--- src/rtl/slp_pkg.sv ---
package slp_pkg;
  typedef enum logic [1:0] {
    ST_RUN   = 2'd0,
    ST_SLEEP = 2'd1,
    ST_START = 2'd2,
    ST_STALL = 2'd3
  } slp_state_e;

  typedef struct packed {
    logic cpu;
    logic nvm;
    logic io;
    logic gen;
  } clk_dom_t;

  localparam int WAKE_W   = 5;
  localparam int WK_LVL   = 0;
  localparam int WK_PCHG  = 1;
  localparam int WK_RXDSP = 2;
  localparam int WK_TMR   = 3;
  localparam int WK_MISC  = 4;

  localparam logic [2:0] MD_IDLE = 3'b000;
  localparam logic [2:0] MD_XPS  = 3'b001;
  localparam logic [2:0] MD_PD   = 3'b010;
  localparam logic [2:0] MD_PS   = 3'b011;
endpackage

--- src/rtl/slp_mode_decode.sv ---
module slp_mode_decode
  import slp_pkg::*;
(
  input  logic [2:0]        mode_i,
  output clk_dom_t          stop_o,
  output logic [WAKE_W-1:0] wake_mask_o
);
  logic [2:0] eff_mode;

  // reserved codes fold onto idle so a wake is always reachable
  assign eff_mode = mode_i[2] ? MD_IDLE : mode_i;

  always_comb begin
    stop_o      = '{cpu: 1'b1, nvm: 1'b1, io: 1'b0, gen: 1'b0};
    wake_mask_o = '1;
    unique case (eff_mode)
      MD_XPS: begin
        stop_o.io = 1'b1;
      end
      MD_PD: begin
        stop_o.io            = 1'b1;
        stop_o.gen           = 1'b1;
        wake_mask_o[WK_MISC] = 1'b0;
      end
      MD_PS: begin
        stop_o.io            = 1'b1;
        stop_o.gen           = 1'b1;
        wake_mask_o[WK_MISC] = 1'b0;
        wake_mask_o[WK_TMR]  = 1'b0;
      end
      default: ;
    endcase
  end
endmodule

--- src/rtl/slp_lvl_filter.sv ---
module slp_lvl_filter #(
  parameter int HOLD = 4
) (
  input  logic clk_i,
  input  logic rst_ni,
  input  logic raw_i,
  output logic ok_o
);
  generate
    if (HOLD <= 1) begin : g_pass
      assign ok_o = raw_i;
    end else begin : g_cnt
      localparam int LW = $clog2(HOLD);
      localparam logic [LW-1:0] LAST = LW'(HOLD - 1);
      logic [LW-1:0] run_q;

      always_ff @(posedge clk_i or negedge rst_ni) begin
        if (!rst_ni)         run_q <= '0;
        else if (!raw_i)     run_q <= '0;
        else if (run_q != LAST) run_q <= run_q + 1'b1;
      end

      assign ok_o = raw_i && (run_q == LAST);
    end
  endgenerate
endmodule

--- src/rtl/slp_wake_filter.sv ---
module slp_wake_filter
  import slp_pkg::*;
#(
  parameter int               LVL_HOLD  = 4,
  parameter logic [WAKE_W-1:0] FILT_MASK = WAKE_W'(1) << WK_LVL
) (
  input  logic              clk_i,
  input  logic              rst_ni,
  input  logic [WAKE_W-1:0] raw_i,
  output logic [WAKE_W-1:0] ok_o
);
  for (genvar i = 0; i < WAKE_W; i++) begin : g_src
    if (FILT_MASK[i]) begin : g_flt
      slp_lvl_filter #(.HOLD(LVL_HOLD)) u_flt (
        .clk_i (clk_i),
        .rst_ni(rst_ni),
        .raw_i (raw_i[i]),
        .ok_o  (ok_o[i])
      );
    end else begin : g_thru
      assign ok_o[i] = raw_i[i];
    end
  end
endmodule

--- src/rtl/slp_seq.sv ---
module slp_seq
  import slp_pkg::*;
#(
  parameter int STARTUP_CYC = 16,
  parameter int STALL_CYC   = 4
) (
  input  logic       clk_i,
  input  logic       rst_ni,
  input  logic       enter_i,
  input  logic       wake_i,
  input  logic       rst_wake_i,
  output slp_state_e state_o,
  output logic       entry_o,
  output logic       rst_path_o
);
  localparam int MAXC = (STARTUP_CYC > STALL_CYC) ? STARTUP_CYC : STALL_CYC;
  localparam int CW   = (MAXC > 1) ? $clog2(MAXC) : 1;
  localparam logic [CW-1:0] START_LAST = CW'(STARTUP_CYC - 1);
  localparam logic [CW-1:0] STALL_LAST = CW'(STALL_CYC - 1);

  slp_state_e    state_q;
  logic [CW-1:0] cnt_q;
  logic          rst_path_q;

  assign entry_o = (state_q == ST_RUN) && enter_i;

  always_ff @(posedge clk_i or negedge rst_ni) begin
    if (!rst_ni) begin
      state_q    <= ST_RUN;
      cnt_q      <= '0;
      rst_path_q <= 1'b0;
    end else begin
      unique case (state_q)
        ST_RUN: begin
          if (enter_i) begin
            state_q    <= ST_SLEEP;
            rst_path_q <= 1'b0;
          end
        end
        ST_SLEEP: begin
          if (rst_wake_i || wake_i) begin
            state_q    <= ST_START;
            cnt_q      <= '0;
            rst_path_q <= rst_wake_i;
          end
        end
        ST_START: begin
          if (cnt_q == START_LAST) begin
            state_q <= ST_STALL;
            cnt_q   <= '0;
          end else begin
            cnt_q <= cnt_q + 1'b1;
          end
        end
        ST_STALL: begin
          if (cnt_q == STALL_LAST) begin
            state_q <= ST_RUN;
            cnt_q   <= '0;
          end else begin
            cnt_q <= cnt_q + 1'b1;
          end
        end
        default: state_q <= ST_RUN;
      endcase
    end
  end

  assign state_o    = state_q;
  assign rst_path_o = rst_path_q;
endmodule

--- src/rtl/slp_clk_ctrl.sv ---
module slp_clk_ctrl
  import slp_pkg::*;
#(
  parameter int STARTUP_CYC = 16,
  parameter int STALL_CYC   = 4,
  parameter int LVL_HOLD    = 4
) (
  input  logic       clk_i,
  input  logic       rst_ni,
  input  logic       sleep_en_i,
  input  logic [2:0] sleep_mode_i,
  input  logic       sleep_cmd_i,
  input  logic [4:0] wake_src_i,
  input  logic       rst_wake_i,
  output logic       clk_cpu_en_o,
  output logic       clk_nvm_en_o,
  output logic       clk_io_en_o,
  output logic       clk_gen_en_o,
  output logic       cpu_hold_o,
  output logic       wake_rst_path_o
);
  slp_state_e        state;
  logic              entry;
  logic [2:0]        mode_q;
  clk_dom_t          stop;
  logic [WAKE_W-1:0] wake_mask;
  logic [WAKE_W-1:0] wake_ok;
  logic              wake_hit;
  logic              gated;

  always_ff @(posedge clk_i or negedge rst_ni) begin
    if (!rst_ni)    mode_q <= MD_IDLE;
    else if (entry) mode_q <= sleep_mode_i;
  end

  slp_mode_decode u_dec (
    .mode_i     (mode_q),
    .stop_o     (stop),
    .wake_mask_o(wake_mask)
  );

  slp_wake_filter #(.LVL_HOLD(LVL_HOLD)) u_wflt (
    .clk_i (clk_i),
    .rst_ni(rst_ni),
    .raw_i (wake_src_i),
    .ok_o  (wake_ok)
  );

  assign wake_hit = |(wake_ok & wake_mask);

  slp_seq #(
    .STARTUP_CYC(STARTUP_CYC),
    .STALL_CYC  (STALL_CYC)
  ) u_seq (
    .clk_i     (clk_i),
    .rst_ni    (rst_ni),
    .enter_i   (sleep_en_i && sleep_cmd_i),
    .wake_i    (wake_hit),
    .rst_wake_i(rst_wake_i),
    .state_o   (state),
    .entry_o   (entry),
    .rst_path_o(wake_rst_path_o)
  );

  // clocks stay gated through start-up; stall runs with everything on
  assign gated        = (state == ST_SLEEP) || (state == ST_START);
  assign clk_cpu_en_o = !(gated && stop.cpu);
  assign clk_nvm_en_o = !(gated && stop.nvm);
  assign clk_io_en_o  = !(gated && stop.io);
  assign clk_gen_en_o = !(gated && stop.gen);
  assign cpu_hold_o   = (state != ST_RUN);
endmodule

--- config.mk ---
export PLATFORM = sky130hd
export DESIGN_NAME = slp_clk_ctrl
export DESIGN_NICKNAME = d
export VERILOG_FILES = /design/src/rtl/slp_pkg.sv /design/src/rtl/slp_mode_decode.sv /design/src/rtl/slp_lvl_filter.sv /design/src/rtl/slp_wake_filter.sv /design/src/rtl/slp_seq.sv /design/src/rtl/slp_clk_ctrl.sv
export SDC_FILE = /design/constraint.sdc
export NUM_CORES = 1
export LEC_CHECK = 0
export BUFFER_PORTS_ARGS = -buffer_cell sky130_fd_sc_hd__buf_2
export CORE_MARGIN = 5
export CORE_UTILIZATION = 48
export DETAILED_ROUTE_END_ITERATION = 6
export GPL_ROUTABILITY_DRIVEN = 0
export PLACE_DENSITY_LB_ADDON = 0.05
export SYNTH_ARGS = -nofsm -noshare
export SYNTH_HDL_FRONTEND = slang
export SYNTH_SLANG_ARGS = --single-unit
--- constraint.sdc ---
create_clock -name clk_i -period 2.45 [get_ports clk_i]
set_input_delay 0.49 -clock clk_i [delete_from_list [all_inputs] [get_ports clk_i]]
set_output_delay 0.49 -clock clk_i [all_outputs]
set_load 0.02 [all_outputs]
### Yosys cells after proc, flatten, opt, wreduce, memory -nomap -nowiden

Cells that the tools add are included.
Widths: inputs -> output; s select.

| cells by class | value |
|---|---|
| add/sub/neg operators | 2 |
| eq/ne operators | 15 |
| multiplexer cells | 19 |
| bitwise gates (word level) | 1 |
| reduce and logical (&&, ||, !) cells | 20 |

Operator list:

| operator | number |
|---|---|
| $mux 2 | 7 |
| $mux 4 | 3 |
| $pmux 4 s3 | 1 |
| $ne 2x1->1 const B | 5 |
| $pmux 2 s4 | 1 |
| $eq 2x2->1 const B | 3 |
| $eq 3x2->1 const B | 2 |
| $mux 1 | 6 |
| $and 5x5->5 | 1 |
| $logic_and 1x1->1 | 5 |
| $reduce_or 5->1 | 1 |
| $add 4x1->4 const B | 1 |
| $eq 4x2->1 const B | 1 |
| $eq 4x4->1 const B | 1 |
| $reduce_and 4->1 | 1 |
| $reduce_bool 2->1 | 2 |
| $eq 3x1->1 const B | 1 |
| $logic_not 1->1 | 3 |
| $reduce_and 3->1 | 1 |
| $reduce_bool 3->1 | 1 |
| $reduce_or 3->1 | 1 |
| $add 2x1->2 const B | 1 |
| $eq 2x1->1 const B | 1 |
| $logic_not 2->1 | 1 |
| 5 further kinds | 6 |

| word-level totals | value |
|---|---|
| bits in registers | 12 |

### Longest topological paths before layout

Gate-level depths: netlist of run 1.

| logic depth | value |
|---|---|
| depth in word-level cells | 9 |
| mapped depth | 6 |

### Modules after synthesis

Synthesis of run 1 repeated with hierarchy kept, for this count alone.

| second synthesis, totals | value |
|---|---|
| cell total of the unflattened synthesis | 90 |
| area total of the unflattened synthesis | 870.8 um2 |

By module, submodules not included:

| module | times used | cells an instance | area each (um2) | sequential area each (um2) |
|---|---|---|---|---|
| slp_seq | 1 | 50 | 490.5 | 175.2 |
| slp_clk_ctrl | 1 | 18 | 175.2 | 75.1 |
| slp_lvl_filter | 1 | 8 | 101.3 | 50.0 |
| slp_mode_decode | 1 | 10 | 73.8 | 0.0 |
| slp_wake_filter | 1 | 4 | 30.0 | 0.0 |

### Least setup slack after synthesis of run 1

OpenSTA, ideal clock, no wires.

| timing | value |
|---|---|
| path type | register to register |
| from | reg u_wflt.g_src[0].g_flt.u_flt.g_cnt.run_q[0] |
| to | reg u_seq.cnt_q[0] |
| setup time | 0.128 ns |
| arrival | 1.758 ns |
| data required time | 2.322 ns |
| path slack | 0.564 ns |
| cell stages (with the launch flop) | 5 |
| buffers on the path | 0 |
| clock period less this slack | 1.886 ns |
| cell sequence | dfrtp_1 ha_1 a222oi_1 a21oi_2 mux2_1 |

| between the ends | value |
|---|---|
| longest elaborated chain between the ends | 7 |

RTL lines:

| what | line | text |
|---|---|---|
| start: declaration | slp_lvl_filter.sv:15 | `logic [LW-1:0] run_q;` |
| start signal: assignment | slp_lvl_filter.sv:20 | `else if (run_q != LAST) run_q <= run_q + 1'b1;` |
| $eq 2x2->1 | slp_lvl_filter.sv:23 | `assign ok_o = raw_i && (run_q == LAST);` |
| $logic_and 1x1->1 | slp_lvl_filter.sv:23 |  |
| $and 5x5->5 | slp_clk_ctrl.sv:49 | `assign wake_hit = \|(wake_ok & wake_mask);` |
| $reduce_or 5->1 | slp_clk_ctrl.sv:49 |  |
| $logic_or 1x1->1 | slp_seq.sv:41 | `if (rst_wake_i \|\| wake_i) begin` |
| $ne 2x1->1 (no source line) | - |  |
| $reduce_and 2->1 (no source line) | - |  |
| end signal: assignment | slp_seq.sv:52 | `cnt_q <= cnt_q + 1'b1;` |
| end signal: assignment | slp_seq.sv:60 | `cnt_q <= cnt_q + 1'b1;` |
| end: declaration | slp_seq.sv:22 | `logic [CW-1:0] cnt_q;` |

Every way passes these cells.
A chain may end at the register's enable or synchronous reset.

### Worst setup path after layout of run 1

| timing | value |
|---|---|
| from | reg u_seq.state_q[0], in the netlist u_seq.state_o[0] |
| to | reg u_seq.state_q[1], in the netlist u_seq.state_o[1] |

| between the ends | value |
|---|---|
| longest elaborated chain between the ends | 3 |
| elaborated cells on any way between the ends | 10 |

RTL lines:

| what | line | text |
|---|---|---|
| start: declaration | slp_seq.sv:21 | `slp_state_e state_q;` |
| start signal: assignment | slp_seq.sv:29 | `state_q <= ST_RUN;` |
| start signal: assignment | slp_seq.sv:36 | `state_q <= ST_SLEEP;` |
| start signal: assignment | slp_seq.sv:42 | `state_q <= ST_START;` |
| $eq 2x2->1, or another cell as far along | slp_seq.sv:33 | `unique case (state_q)` |
| $ne 2x1->1 (no source line) | - |  |
| $reduce_and 4->1 (no source line) | - |  |

Several ways; a longest one is shown, not always the timed one.

==> results.md, run 1 <==
* Top post-synthesis cells by area: dfrtp_1, ha_1, mux2_2
* Crit path cell chain: inv_1 > ha_1 > or4b_1 > and3_1 > a221oi_2 > mux2i_1
* Worst vdd ir at 739 uV
* Post-Route WL at 1450 um
* Vias per cell at 5.50
* Critical Path Source: u_seq.state_o[0]$_DFFE_PN0P_
* Max Cap Viol at 0
* Synth Register Bits at 12
* Design area at 890 sq um
* Die extent in y at 49.5 um
* Asr flop ratio synth at 1.00
* Largest area contributor in the netlist: dfrtp_1
* Worst path required time at 2.64 ns
* Die X at 49.5 um
* YS warnings at 0
* Gr usage total at 0.132
* Fmax at 508 MHz
* Most common cell after layout, fill and taps aside: buf_2
* Post_cts resized at 0
* Layout net count at 112
* Clk pin slew, worst setup/hold paths at 0.08 ns
* Syn Std Cell Area at 749 sq um
* Number of routed nets with antenna violations at 0
* CTS Hold Bufs at 0
* Leak at 0.429 nW
* Syn nets at 88
* Die area at 2450 sq um
* First-pass GRT wire length at 2560 um
* Relative slew slack at 0.787
* Avg Inst Size Synth at 10.9 sq um
* DP Worst Slack at 0.478 ns
* Final period util at 0.804
* Clk sink count at 12
* Total gr overflow at 0
* PnR worst setup slack at 0.481 ns
* Ys flop type: dfrtp_1
* Largest net degree at the start of global routing at 13
* Final Skew at 0.00242 ns
* IO Port Bufs at 18
* Synth Instances at 69
* Crit. End Element: flip-flop
* Initial Utilization at 0.503
* Num ports at 19
* Slew @ Worst Pin at 0.320 ns
* Unrepaired setup endpoints after global routing: no
* Clk root buf: clkbuf_4
* Endpoints failing setup at 0
* Vias in the first global route at 594
* Fin crit period at 1.97 ns
* Drt first-iter violations at 8
* Clock Tree Buf Depth at 2
* Setup TNS at 0 ns
* CTS Buf Count at 3
* CP max-delay cell: or4b_1
* Synth unique cells at 32
* Final HPWL DP at 1190 um
* Status: finished clean
* Diodes inserted at 0
* Via count at 589
* Hold_ws at 0.0841 ns
* CP startpoint kind: flip-flop
* H-tree depth at 1
* Drt drc at 0
* Initial antenna violation count at 0
* Worst min path class: in2async
* Layout cell share with drive strength beyond 1 at 0.341
* CTS tree: built
* Most frequent cells in the layout: buf_2, dfrtp_1, inv_1, ha_1, nand3_1
* Final hold violation count at 0
* Wire length per cell at 13.5 um
* Post-CTS Setup Inserts at 0
* FP Rows at 14
* Post-synth top area share at 0.401
* 1st-pass router iterations at 4
* Placed cell area at 867 sq um
* Final Total Pwr at 1.05 mW
* Core Box Area at 1490 sq um
* Pins Over Slew Limit at 0
* PD cells at 1180 nW/um^2
* Max FO, Critical Path at 4
* Synth-to-layout area growth at 18.7%
* Worst-Skew Late Latency at 0.27 ns
* Slowest stage delay, CP at 0.51 ns
* Share of the yosys chip area belonging to registers at 0.401
* EDFF count, synth at 0
* CP Class: reg2reg
* Arr. time, crit path at 2.16 ns
* Worst r2r src: u_seq.state_o[0]$_DFFE_PN0P_
sequential cells by signal, summed over array words and instances, names as in the netlist:
name,count
mode_q,3
u_seq.cnt_q,4
u_seq.rst_path_o,1
u_seq.state_o,2
u_wflt.g_src.g_flt.u_flt.g_cnt.run_q,2
metrics by stage:
| step | cells | util |
|---|---|---|
| after floorplan | 69 | - |
| after global placement | 104 | 0.582 |
| after detailed placement | 104 | 0.582 |
| after CTS | 107 | 0.597 |
| after global routing | 107 | 0.597 |
| final | 107 | 0.597 |
area by class of cell:
class / instances / area, sq um
Inverter: 8 / 30.0
Clock buffer: 3 / 22.5
Fill cell: 137 / 599
Sequential cell: 12 / 300
Tap cell: 16 / 20.0
Timing Repair Buffer: 20 / 105
Multi-Input combinational cell: 48 / 412
kinds of logic (layout without fill, tap and decap cells):
logic type	count (synthesis)	after routing	synth area share
mux	7	7	0.102
simple gates	20	20	0.164
buf+inv	9	31	0.0501
flops	12	12	0.401
xor+xnor	1	1	0.0117
compound gates	14	14	0.172
fa+ha+maj	6	6	0.100
critical path, delay by kind of cell, from the launching register on:
family	cells	cell delay, ns
flip-flops	1	0.40
buffers and inverters	1	0.08
AND/OR/NAND/NOR	2	0.72
multiplexers	1	0.22
adder cells (fa/ha/maj)	1	0.22
AO/OA/AOI/OAI	1	0.25
cell usage after synthesis, drive strengths merged (2+ instances only):
cell,count
dfrtp,12
inv,8
ha,6
mux2,5
nand3,4
nand2,3
a221oi,2
and2,2
mux2i,2
nand2b,2
nor2,2
o21ai,2
or2,2
per-layer routing:
| metal | vias up | wire length, um | GRT usage |
|---|---|---|---|
| li1 | 298 | - | - |
| met1 | 280 | 661 | 0.167 |
| met2 | 9 | 714 | 0.217 |
| met3 | 2 | 57 | 0.0392 |
| met4 | 0 | 12 | 0.0393 |
| met5 | - | 0 | 0 |
path summary, 6_finish.rpt:
| path | endpoint | slack (ns) | depth (start not counted) |
|---|---|---|---|
| max | u_seq.state_o[1]$_DFFE_PN0P_ | 0.48 | 6 |
| min | u_wflt.g_src[0].g_flt.u_flt.g_cnt.run_q[0]$_DFFE_PN0N_ | 0.08 | 1 |
| max reg2reg | u_seq.state_o[1]$_DFFE_PN0P_ | 0.48 | 6 |
| min reg2reg | u_seq.rst_path_o$_DFFE_PN0P_ | 0.51 | 1 |
| max in group asynchronous | u_seq.cnt_q[1]$_DFFE_PN0P_ | 2.15 | 1 |
| min in group clk_i | mode_q[1]$_DFFE_PN0P_ | 0.45 | 2 |
report_power, final:
group / switching [mW] / total [mW] / internal, mW
registers: 0.0499 / 0.319 / 0.270
clock network: 0.0688 / 0.126 / 0.0568
logic: 0.342 / 0.605 / 0.263
total: 0.461 / 1.05 / 0.590
(Power assumes the default switching activity.)
==> run 2: changes to the inputs <==
Clock period 2.45 ns to 2 ns, I/O delays scaled along.
==> run 2 against run 1 <==
Against the previous run: worst hold slack improved by 0.26 ns; cell count rose by 2.8%; register-to-register slack got worse by 0.36 ns; first-iteration DRC count is 63% higher; via count rose by 2.2%; sequential power up 24%; non-clock buffer count is 2 higher; flip-flop and latch count stayed put; combinational power is 36% higher; die area stayed put; clock power grew 61%; utilization is 3.8 points higher; critical path type unchanged.
==> results.md, run 2 (synthesis results as in run 1) <==
* Worst path required time at 2.20 ns
* Most frequent cells in the layout: buf_2, dfrtp_1, inv_1, ha_1, nand3_1
* Vias per cell at 5.47
* Arr. time, crit path at 2.08 ns
* Final Skew at 0.00647 ns
* Die X at 49.5 um
* Final HPWL DP at 1230 um
* Unrepaired setup endpoints after global routing: no
* Fmax at 533 MHz
* Synth-to-layout area growth at 26.2%
* IO Port Bufs at 18
* Clk root buf: clkbuf_4
* Largest net degree at the start of global routing at 13
* Worst min path class: in2reg
* FP Rows at 14
* Largest regs: u_seq.cnt_q: 4 flops, mode_q: 3 flops
* Diodes inserted at 0
* Status: finished clean
* Top reg by flops: u_seq.cnt_q
* Worst Hold Launch: sleep_mode_i[1]
* Gr usage total at 0.145
* Crit. End Element: flip-flop
* Relative slew slack at 0.710
* Initial Utilization at 0.503
* Worst vdd ir at 923 uV
* First-pass GRT wire length at 2830 um
* 1st-pass router iterations at 4
* Final period util at 0.939
* Pins Over Slew Limit at 0
* Design area at 946 sq um
* Drt drc at 0
* Clk sink count at 12
* Final hold violation count at 0
* Final Total Pwr at 1.42 mW
* Max FO, Critical Path at 4
* Endpoints failing setup at 0
* R2r endpoint: u_seq.state_o[1]$_DFFE_PN0P_
* Vias in the first global route at 631
* Hold Path Sink: mode_q[1]$_DFFE_PN0P_
* H-tree depth at 1
* Placed cell area at 867 sq um
* PD cells at 1510 nW/um^2
* CP Class: reg2reg
* Die area at 2450 sq um
* Num ports at 19
* Layout cell share with drive strength beyond 1 at 0.394
* Core Box Area at 1490 sq um
* Clk pin slew, worst setup/hold paths at 0.09 ns
* Slew @ Worst Pin at 0.434 ns
* Layout net count at 114
* Number of routed nets with antenna violations at 0
* Hold_ws at 0.345 ns
* CTS Buf Count at 3
* Reg2Reg Depth at 6
* Initial antenna violation count at 0
* Clock Tree Buf Depth at 2
* Most common cell after layout, fill and taps aside: buf_2
* Drt first-iter violations at 13
* Reg2reg setup slack at 0.12 ns
* CTS tree: built
* Setup TNS at 0 ns
* Die extent in y at 49.5 um
* Total gr overflow at 0
* Worst hold path stage count at 2
* CP startpoint kind: flip-flop
* Worst-Skew Late Latency at 0.28 ns
* Leak at 0.447 nW
* Wire length per cell at 14.3 um
* Post-Route WL at 1570 um
* Max Cap Viol at 0
* Fin crit period at 1.88 ns
* Worst r2r src: u_seq.state_o[0]$_DFFE_PN0P_
* Max reg flops at 4
* Via count at 602
-- run 2: how the worst max path moves through the flow --
stage,start,endpoint,slack [ns],depth (start not counted)
after floorplan,u_wflt.g_src[0].g_flt.u_flt.g_cnt.run_q[0]$_DFFE_PN0N_,u_seq.cnt_q[0]$_DFFE_PN0P_,0.11,4
final,u_seq.state_o[0]$_DFFE_PN0P_,u_seq.state_o[1]$_DFFE_PN0P_,0.12,6
after global routing,u_seq.state_o[0]$_DFFE_PN0P_,u_seq.state_o[1]$_DFFE_PN0P_,0.0005,6
after detailed placement,u_seq.state_o[0]$_DFFE_PN0P_,u_seq.state_o[1]$_DFFE_PN0P_,0.06,6
after global placement,u_seq.state_o[0]$_DFFE_PN0P_,u_seq.state_o[1]$_DFFE_PN0P_,0.1,6
after CTS,u_seq.state_o[0]$_DFFE_PN0P_,u_seq.state_o[1]$_DFFE_PN0P_,0.04,6
-- run 2: stage by stage --
| step | setup slack (ns) | utilization | cells |
|---|---|---|---|
| 4_1_cts | 0.0377 | 0.613 | 109 |
| 3_5_place_dp | 0.0580 | 0.582 | 104 |
| 3_3_place_gp | 0.0960 | 0.582 | 104 |
| 5_1_grt | 0.000478 | 0.635 | 110 |
| 6_report | 0.122 | 0.635 | 110 |
| 2_1_floorplan | 0.114 | - | 69 |
-- run 2: timing repair --
action	4_1_cts	5_1_grt
endpoints found under the hold margin	12	0
endpoints found under the setup margin	0	3
hold buffers	1	0
setup buffers	0	1
resized for setup	0	5
-- run 2: area by class of cell --
type / count / area (sq um)
fill: 135 / 543
multi-input combinational: 48 / 437
sequential: 12 / 300
timing repair buffer: 22 / 123
clock buffer: 4 / 36.3
inverter: 8 / 30.0
tap: 16 / 20.0
-- run 2: metal layers --
layer | wire [um] | vias to the layer above | share of wire | track usage
li1 | - | 304 | - | -
met1 | 688 | 281 | 0.44 | 0.192
met2 | 790 | 15 | 0.50 | 0.230
met3 | 74 | 2 | 0.047 | 0.0331
met4 | 15 | 0 | 0.0096 | 0.0524
met5 | 0 | - | 0 | 0
-- run 2: report_power, final --
part,switching [mW],internal [mW],total [mW]
clock,0.0925,0.111,0.203
combinational,0.455,0.370,0.825
sequential,0.0659,0.330,0.396
-- run 2: critical path: stages, from the launching register on --
cell      delay [ns]
dfrtp_1         0.40
inv_1           0.09
ha_2            0.20
or4b_4          0.49
and3_4          0.20
a221oi_4        0.21
mux2i_1         0.21
